### src/rtl/sertx_pkg.sv
package sertx_pkg;

  // Line format register, laid out so that a write of bits [5:0] casts directly.
  typedef struct packed {
    logic       parStick;  // bit 5
    logic       parEven;   // bit 4
    logic       parEn;     // bit 3
    logic       longStop;  // bit 2
    logic [1:0] lenSel;    // bits 1:0, length = 5 + lenSel
  } lineCfg_t;

  typedef enum logic [2:0] {
    ST_IDLE,
    ST_START,
    ST_DATA,
    ST_PARITY,
    ST_STOP
  } txState_t;

  // One-cycle strobes from control to datapath
  typedef struct packed {
    logic loadShift;   // move holding register into the shifter
    logic lineStart;   // drive start bit
    logic lineData;    // drive next data bit and shift
    logic lineParity;  // drive parity bit
    logic lineStop;    // drive stop level
  } txStrobe_t;

  localparam int MIN_LEN = 5;

endpackage

### src/rtl/sertx_dp.sv
module sertx_dp
  import sertx_pkg::*;
#(
  parameter int DATA_W        = 8,
  parameter int TICKS_PER_BIT = 16,
  parameter int CNT_W         = $clog2(2 * TICKS_PER_BIT),
  parameter int IDX_W         = $clog2(DATA_W)
) (
  input  logic              clk,
  input  logic              rst,
  input  logic              wrEn,
  input  logic              wrSel,
  input  logic [DATA_W-1:0] wrData,
  input  txStrobe_t         strobe,
  output logic              txLine,
  output logic              holdFull,
  output logic [IDX_W-1:0]  lastDataIdx,
  output logic              frameParEn,
  output logic [CNT_W-1:0]  stopLast
);

  localparam int HALF_BIT = TICKS_PER_BIT / 2;

  logic [DATA_W-1:0] holdReg;
  logic [DATA_W-1:0] shiftReg;
  logic [DATA_W-1:0] lenMask;
  lineCfg_t          cfgReg;
  lineCfg_t          frameCfg;
  logic              parBit;
  logic              oddOnes;
  logic              newPar;

  // Mask of the bits that belong to the configured character length
  for (genvar g = 0; g < DATA_W; g++) begin : g_mask
    assign lenMask[g] = (32'(g) < 32'(MIN_LEN) + 32'(cfgReg.lenSel));
  end

  assign oddOnes = ^(holdReg & lenMask);

  always_comb begin
    if (cfgReg.parStick)     newPar = ~cfgReg.parEven;
    else if (cfgReg.parEven) newPar = oddOnes;
    else                     newPar = ~oddOnes;
  end

  assign lastDataIdx = IDX_W'(MIN_LEN - 1) + IDX_W'(frameCfg.lenSel);
  assign frameParEn  = frameCfg.parEn;

  always_comb begin
    if (!frameCfg.longStop)          stopLast = CNT_W'(TICKS_PER_BIT - 1);
    else if (frameCfg.lenSel == 2'd0) stopLast = CNT_W'(TICKS_PER_BIT + HALF_BIT - 1);
    else                              stopLast = CNT_W'(2 * TICKS_PER_BIT - 1);
  end

  always_ff @(posedge clk) begin
    if (rst) begin
      holdReg  <= '0;
      holdFull <= 1'b0;
      cfgReg   <= '0;
      frameCfg <= '0;
      shiftReg <= '0;
      parBit   <= 1'b0;
      txLine   <= 1'b1;
    end else begin
      if (wrEn && !wrSel) begin
        holdReg  <= wrData;
        holdFull <= 1'b1;
      end else if (strobe.loadShift) begin
        holdFull <= 1'b0;
      end

      if (wrEn && wrSel) cfgReg <= lineCfg_t'(wrData[5:0]);

      if (strobe.loadShift) begin
        shiftReg <= holdReg;
        frameCfg <= cfgReg;
        parBit   <= newPar;
      end

      if (strobe.lineStart) begin
        txLine <= 1'b0;
      end else if (strobe.lineData) begin
        txLine   <= shiftReg[0];
        shiftReg <= shiftReg >> 1;
      end else if (strobe.lineParity) begin
        txLine <= parBit;
      end else if (strobe.lineStop) begin
        txLine <= 1'b1;
      end
    end
  end

  // the frame format is only replaced by a load
  a_r9_frame_cfg_held: assert property (@(posedge clk) disable iff (rst)
    !strobe.loadShift |=> $stable(frameCfg));

  // a load opens the frame with a low start bit
  a_r2_start_low: assert property (@(posedge clk) disable iff (rst)
    strobe.loadShift |=> !txLine);

  // a character write leaves the holding register occupied
  a_r7_full_after_write: assert property (@(posedge clk) disable iff (rst)
    (wrEn && !wrSel) |=> holdFull);

endmodule

### src/rtl/sertx_ctrl.sv
module sertx_ctrl
  import sertx_pkg::*;
#(
  parameter int DATA_W        = 8,
  parameter int TICKS_PER_BIT = 16,
  parameter int CNT_W         = $clog2(2 * TICKS_PER_BIT),
  parameter int IDX_W         = $clog2(DATA_W)
) (
  input  logic             clk,
  input  logic             rst,
  input  logic             baudTick,
  input  logic             holdFull,
  input  logic [IDX_W-1:0] lastDataIdx,
  input  logic             frameParEn,
  input  logic [CNT_W-1:0] stopLast,
  output txStrobe_t        strobe,
  output logic             busy
);

  txState_t         state, stateNext;
  logic [CNT_W-1:0] tickCnt, cntNext;
  logic [IDX_W-1:0] bitIdx, idxNext;
  logic [CNT_W-1:0] segLast;

  assign segLast = (state == ST_STOP) ? stopLast : CNT_W'(TICKS_PER_BIT - 1);
  assign busy    = (state != ST_IDLE);

  always_comb begin
    strobe    = '0;
    stateNext = state;
    cntNext   = tickCnt;
    idxNext   = bitIdx;
    if (baudTick) begin
      if (state == ST_IDLE) begin
        if (holdFull) begin
          stateNext        = ST_START;
          cntNext          = '0;
          strobe.loadShift = 1'b1;
          strobe.lineStart = 1'b1;
        end
      end else if (tickCnt == segLast) begin
        cntNext = '0;
        unique case (state)
          ST_START: begin
            stateNext       = ST_DATA;
            idxNext         = '0;
            strobe.lineData = 1'b1;
          end
          ST_DATA: begin
            if (bitIdx == lastDataIdx) begin
              if (frameParEn) begin
                stateNext         = ST_PARITY;
                strobe.lineParity = 1'b1;
              end else begin
                stateNext       = ST_STOP;
                strobe.lineStop = 1'b1;
              end
            end else begin
              idxNext         = bitIdx + 1'b1;
              strobe.lineData = 1'b1;
            end
          end
          ST_PARITY: begin
            stateNext       = ST_STOP;
            strobe.lineStop = 1'b1;
          end
          ST_STOP: begin
            if (holdFull) begin
              stateNext        = ST_START;
              strobe.loadShift = 1'b1;
              strobe.lineStart = 1'b1;
            end else begin
              stateNext = ST_IDLE;
            end
          end
          default: stateNext = ST_IDLE;
        endcase
      end else begin
        cntNext = tickCnt + 1'b1;
      end
    end
  end

  always_ff @(posedge clk) begin
    if (rst) begin
      state   <= ST_IDLE;
      tickCnt <= '0;
      bitIdx  <= '0;
    end else begin
      state   <= stateNext;
      tickCnt <= cntNext;
      bitIdx  <= idxNext;
    end
  end

  // the parity slot is only entered for frames that carry parity
  a_r3_parity_enabled: assert property (@(posedge clk) disable iff (rst)
    (state == ST_PARITY) |-> frameParEn);

  // the stop counter never runs past the selected stop length
  a_r6_stop_bound: assert property (@(posedge clk) disable iff (rst)
    (state == ST_STOP) |-> (tickCnt <= stopLast));

  // a load only happens while a character is waiting
  a_r7_load_needs_data: assert property (@(posedge clk) disable iff (rst)
    strobe.loadShift |-> holdFull);

endmodule

### src/rtl/serial_tx.sv
module serial_tx
  import sertx_pkg::*;
#(
  parameter int DATA_W        = 8,
  parameter int TICKS_PER_BIT = 16,
  localparam int CNT_W        = $clog2(2 * TICKS_PER_BIT),
  localparam int IDX_W        = $clog2(DATA_W)
) (
  input  logic              clk,
  input  logic              rst,
  input  logic              wrEn,
  input  logic              wrSel,
  input  logic [DATA_W-1:0] wrData,
  input  logic              baudTick,
  output logic              txLine,
  output logic              holdReadyN,
  output logic              txEmpty
);

  txStrobe_t        strobe;
  logic             holdFull;
  logic             busy;
  logic [IDX_W-1:0] lastDataIdx;
  logic             frameParEn;
  logic [CNT_W-1:0] stopLast;

  sertx_ctrl #(
    .DATA_W(DATA_W), .TICKS_PER_BIT(TICKS_PER_BIT), .CNT_W(CNT_W), .IDX_W(IDX_W)
  ) u_ctrl (
    .clk(clk), .rst(rst), .baudTick(baudTick), .holdFull(holdFull),
    .lastDataIdx(lastDataIdx), .frameParEn(frameParEn), .stopLast(stopLast),
    .strobe(strobe), .busy(busy)
  );

  sertx_dp #(
    .DATA_W(DATA_W), .TICKS_PER_BIT(TICKS_PER_BIT), .CNT_W(CNT_W), .IDX_W(IDX_W)
  ) u_dp (
    .clk(clk), .rst(rst), .wrEn(wrEn), .wrSel(wrSel), .wrData(wrData),
    .strobe(strobe), .txLine(txLine), .holdFull(holdFull),
    .lastDataIdx(lastDataIdx), .frameParEn(frameParEn), .stopLast(stopLast)
  );

  assign holdReadyN = holdFull;
  assign txEmpty    = !holdFull && !busy;

  // nothing pending means the line rests high
  a_r8_empty_line_high: assert property (@(posedge clk) disable iff (rst)
    txEmpty |-> txLine);

endmodule

### config.mk
export PLATFORM = sky130hd
export DESIGN_NAME = serial_tx
export DESIGN_NICKNAME = d
export VERILOG_FILES = /design/src/rtl/sertx_pkg.sv /design/src/rtl/sertx_dp.sv /design/src/rtl/sertx_ctrl.sv /design/src/rtl/serial_tx.sv
export SDC_FILE = /design/constraint.sdc
export NUM_CORES = 1
export LEC_CHECK = 0
export BUFFER_PORTS_ARGS = -buffer_cell sky130_fd_sc_hd__buf_2
export CORE_ASPECT_RATIO = 1.4
export CORE_UTILIZATION = 44
export CTS_BUF_LIST = sky130_fd_sc_hd__clkbuf_2
export DETAILED_ROUTE_END_ITERATION = 12
export MAX_ROUTING_LAYER = met4
export PLACE_DENSITY = 0.58
export SYNTH_ARGS = -nofsm -noshare
export SYNTH_HDL_FRONTEND = slang
export SYNTH_HIERARCHICAL = 1
export SYNTH_SLANG_ARGS = --single-unit
### constraint.sdc
create_clock -name clk -period 5.9 [get_ports clk]
set_input_delay 1.18 -clock clk [delete_from_list [all_inputs] [get_ports clk]]
set_output_delay 1.18 -clock clk [all_outputs]
set_load 0.05 [all_outputs]
==> flow_summary.toml <==
[timing]
hold_viol = 0
rsz0062_at_grt = "false"
fmax_mhz = 273
skew_ns = 0.0192
setup_violations = 0
period_minus_slack_ns = 3.66
slew_violations = 0
tightestPinTransition_ns = 0.773
setup_tns_ns = 0
slew_headroom = 0.485
fin_crit_sh = 0.620

[synthesis]
async_reset_ff_frac = 0
synth_top_area_cell = "dfxtp_1"
synthCells = 268
ys_seq_area_frac = 0.355
ys_ff_latch = 40
synth-edff-count = 0
yosysMostFrequentCell = "dfxtp_1"
ys_types = 55
synth_area_per_cell_um2 = 8.42
synthTopCellsByArea = "dfxtp_1 (35%), nand2_1 (5.7%), mux2i_1 (5.3%)"
netlist.area_leader.share = 0.355
yosys-top-cells-count = "dfxtp_1 (40), nand2_1 (34), a21oi_1 (23)"
synth-main-ff-cell = "dfxtp_1"
syn-cell-area_um2 = 2260
yosysWarnings = 6

[clock_tree]
post_cts_buffers = 0
h-tree-depth = 2
cts_tree = "yes"
cts_root_buf = "clkbuf_2"
clk_pin_slew_ns = 0.21
cts.hold.buffers_added = 0
ctsResizeCount = 0
clock_latency_ns = 0.39
clockBufferDepth = 2
cts_made_buffers = 5
clock_sinks = 40

[placement]
place_area_um2 = 2310
io_buffers = 15
dp_hpwl_um = 3630
place.gp.congestion = 0.771

[global_routing]
antenna_found_initial = 0
gr-usage-all-layers = 0.202
grt_util_met1 = 0.198
use_met3 = 0.0316
grt_pass1_vias = 1888
overflow = 0
gr-max-usage-layer = "met2"
grt_max_degree = 43
grt_pass1_wl_um = 8340
met2_usage = 0.390

[critical_path]
crit_buf_inv = 1
startpoint_type = "flip-flop"
cpPeakStageDelay_ns = 0.75
crit_required_ns = 6.19
worstSetupPathType = "reg -> reg"
path_cells = "nor4b_2 > xnor2_1 > or3_1 > or2_1 > a2111oi_4 > buf_4 > nand2b_1 > nor2_1 > a211oi_1"
cpMaxStageDelayCell = "dfxtp_1"
crit_arrival_ns = 3.95
crit_family = "simple AND/OR/NAND/NOR gates"
critPathMaxFanout = 16
endpoint_kind = "flip-flop"

[route]
firstDrtPassIters = 4
drt_iter0_markers = 76
vias = 1895
route.detailed.drc = 0
antenna_left = 0
wl_um = 4920
wl_per_cell_um = 14.6
vias_per_cell = 5.61

[floorplan]
top_level_ports = 16
die_y_um = 86.7
rows = 30
dieWidth_um = 62.5
die-area_um2 = 5420
floorplan.core_area_um2 = 4880
start_util = 0.463

[run]
maxCapViolCount = 0

[power]
leakage_nw = 0.835
ir_drop_uv = 137
p_per_area_nw_per_um2 = 202

[status]
status = "finished, final reports clean"

[final_layout]
fin_util = 0.482
fillCellCount = 511
nets = 288
drive_gt1_frac = 0.120
diodes = 0
fin_area_um2 = 2350
area_growth_pct = 4.16

[hold_path]
worstHoldPathType = "reg -> reg"
[sequential cells by signal, summed over array words and instances (netlist names), 3 cells and up]
signal	cells
u_dp/cfgReg	6
u_ctrl/state	3
u_ctrl/tickCnt	5
u_ctrl/bitIdx	3
u_dp/shiftReg	8
u_dp/holdReg	8
u_dp/frameCfg	3
[logic make-up (layout without fill, tap and decap cells)]
| family | count (synthesis) | count (layout) | synth area share |
|---|---|---|---|
| buf+inv | 25 | 28 | 0.0593 |
| mux | 14 | 14 | 0.0632 |
| simple gates | 111 | 111 | 0.265 |
| xor+xnor | 14 | 14 | 0.0543 |
| flops | 40 | 40 | 0.355 |
| other cells | 1 | 4 | 0.00166 |
| compound gates | 61 | 61 | 0.191 |
| fa+ha+maj | 2 | 2 | 0.0111 |
[report_power, final]
part / total (W) / internal (W) / switching [W]
combinational: 0.0000681 / 0.0000241 / 0.0000440
clock: 0.000116 / 0.0000266 / 0.0000898
sequential: 0.000291 / 0.000278 / 0.0000124
total: 0.000475 / 0.000329 / 0.000146
[final timing paths]
| check | depth (start not counted) | end | startpoint | slack [ns] |
|---|---|---|---|---|
| max reg2reg | 9 | u_dp/shiftReg[5]$_SDFF_PP0_ | u_ctrl/state[1]$_SDFFE_PP0P_ | 2.24 |
| max | 9 | u_dp/shiftReg[5]$_SDFF_PP0_ | u_ctrl/state[1]$_SDFFE_PP0P_ | 2.24 |
| min | 2 | u_dp/cfgReg[3]$_SDFFE_PP0P_ | u_dp/cfgReg[3]$_SDFFE_PP0P_ | 0.49 |
| min reg2reg | 2 | u_dp/cfgReg[3]$_SDFFE_PP0P_ | u_dp/cfgReg[3]$_SDFFE_PP0P_ | 0.49 |
[cell usage in the layout (no fill, tap or decap), types with 3 or more instances in the layout]
cell	netlist	layout
xnor2_1	9	9
o2111ai_1	4	4
mux2i_1	12	12
nand3_1	10	10
xor2_1	5	5
conb_1	1	4
a21oi_1	23	23
nand2b_1	7	7
nor3_1	8	8
nor2_1	20	20
nor4b_2	4	4
o311ai_1	3	3
clkbuf_2	0	5
inv_1	3	3
o21ai_1	4	4
nor2b_1	7	7
or3_1	3	3
a211oi_1	7	7
nand2_1	34	34
dfxtp_1	40	40
buf_2	5	15
[routing by layer]
metal,vias to the layer above,share of wire
li1,964,-
met4,0,0.022
met3,9,0.021
met2,30,0.54
met5,-,0
met1,892,0.41
[worst register-to-register path, stage by stage (launching register included)]
cell and delay [ns]:
dfxtp_1 0.75, nor4b_2 0.13, xnor2_1 0.16, or3_1 0.49
or2_1 0.39, a2111oi_4 0.51, buf_4 0.32, nand2b_1 0.47
nor2_1 0.08, a211oi_1 0.26
[metrics by stage]
step                cells  total power, W  hold slack, ns  setup slack (ns)
floorplan             271        0.000350           0.436              2.79
finish                338        0.000475           0.490              2.24
global route          338        0.000501           0.513              1.97
CTS                   338        0.000483           0.500              2.24
detailed placement    330        0.000365           0.476              2.30
global placement      330        0.000364           0.467              2.45
[final cells by class]
class | instances | area, µm² | share of cell area
clock buffer | 5 | 25.0 | 0.0106
clock inverter | 3 | 13.8 | 0.00585
inverter | 4 | 15.0 | 0.00639
multi-input combinational | 206 | 1330 | 0.567
sequential | 40 | 801 | 0.341
tap | 64 | 80.1 | 0.0341
timing repair buffer | 16 | 82.6 | 0.0351
No activity file was read; power rests on OpenSTA's default activity.
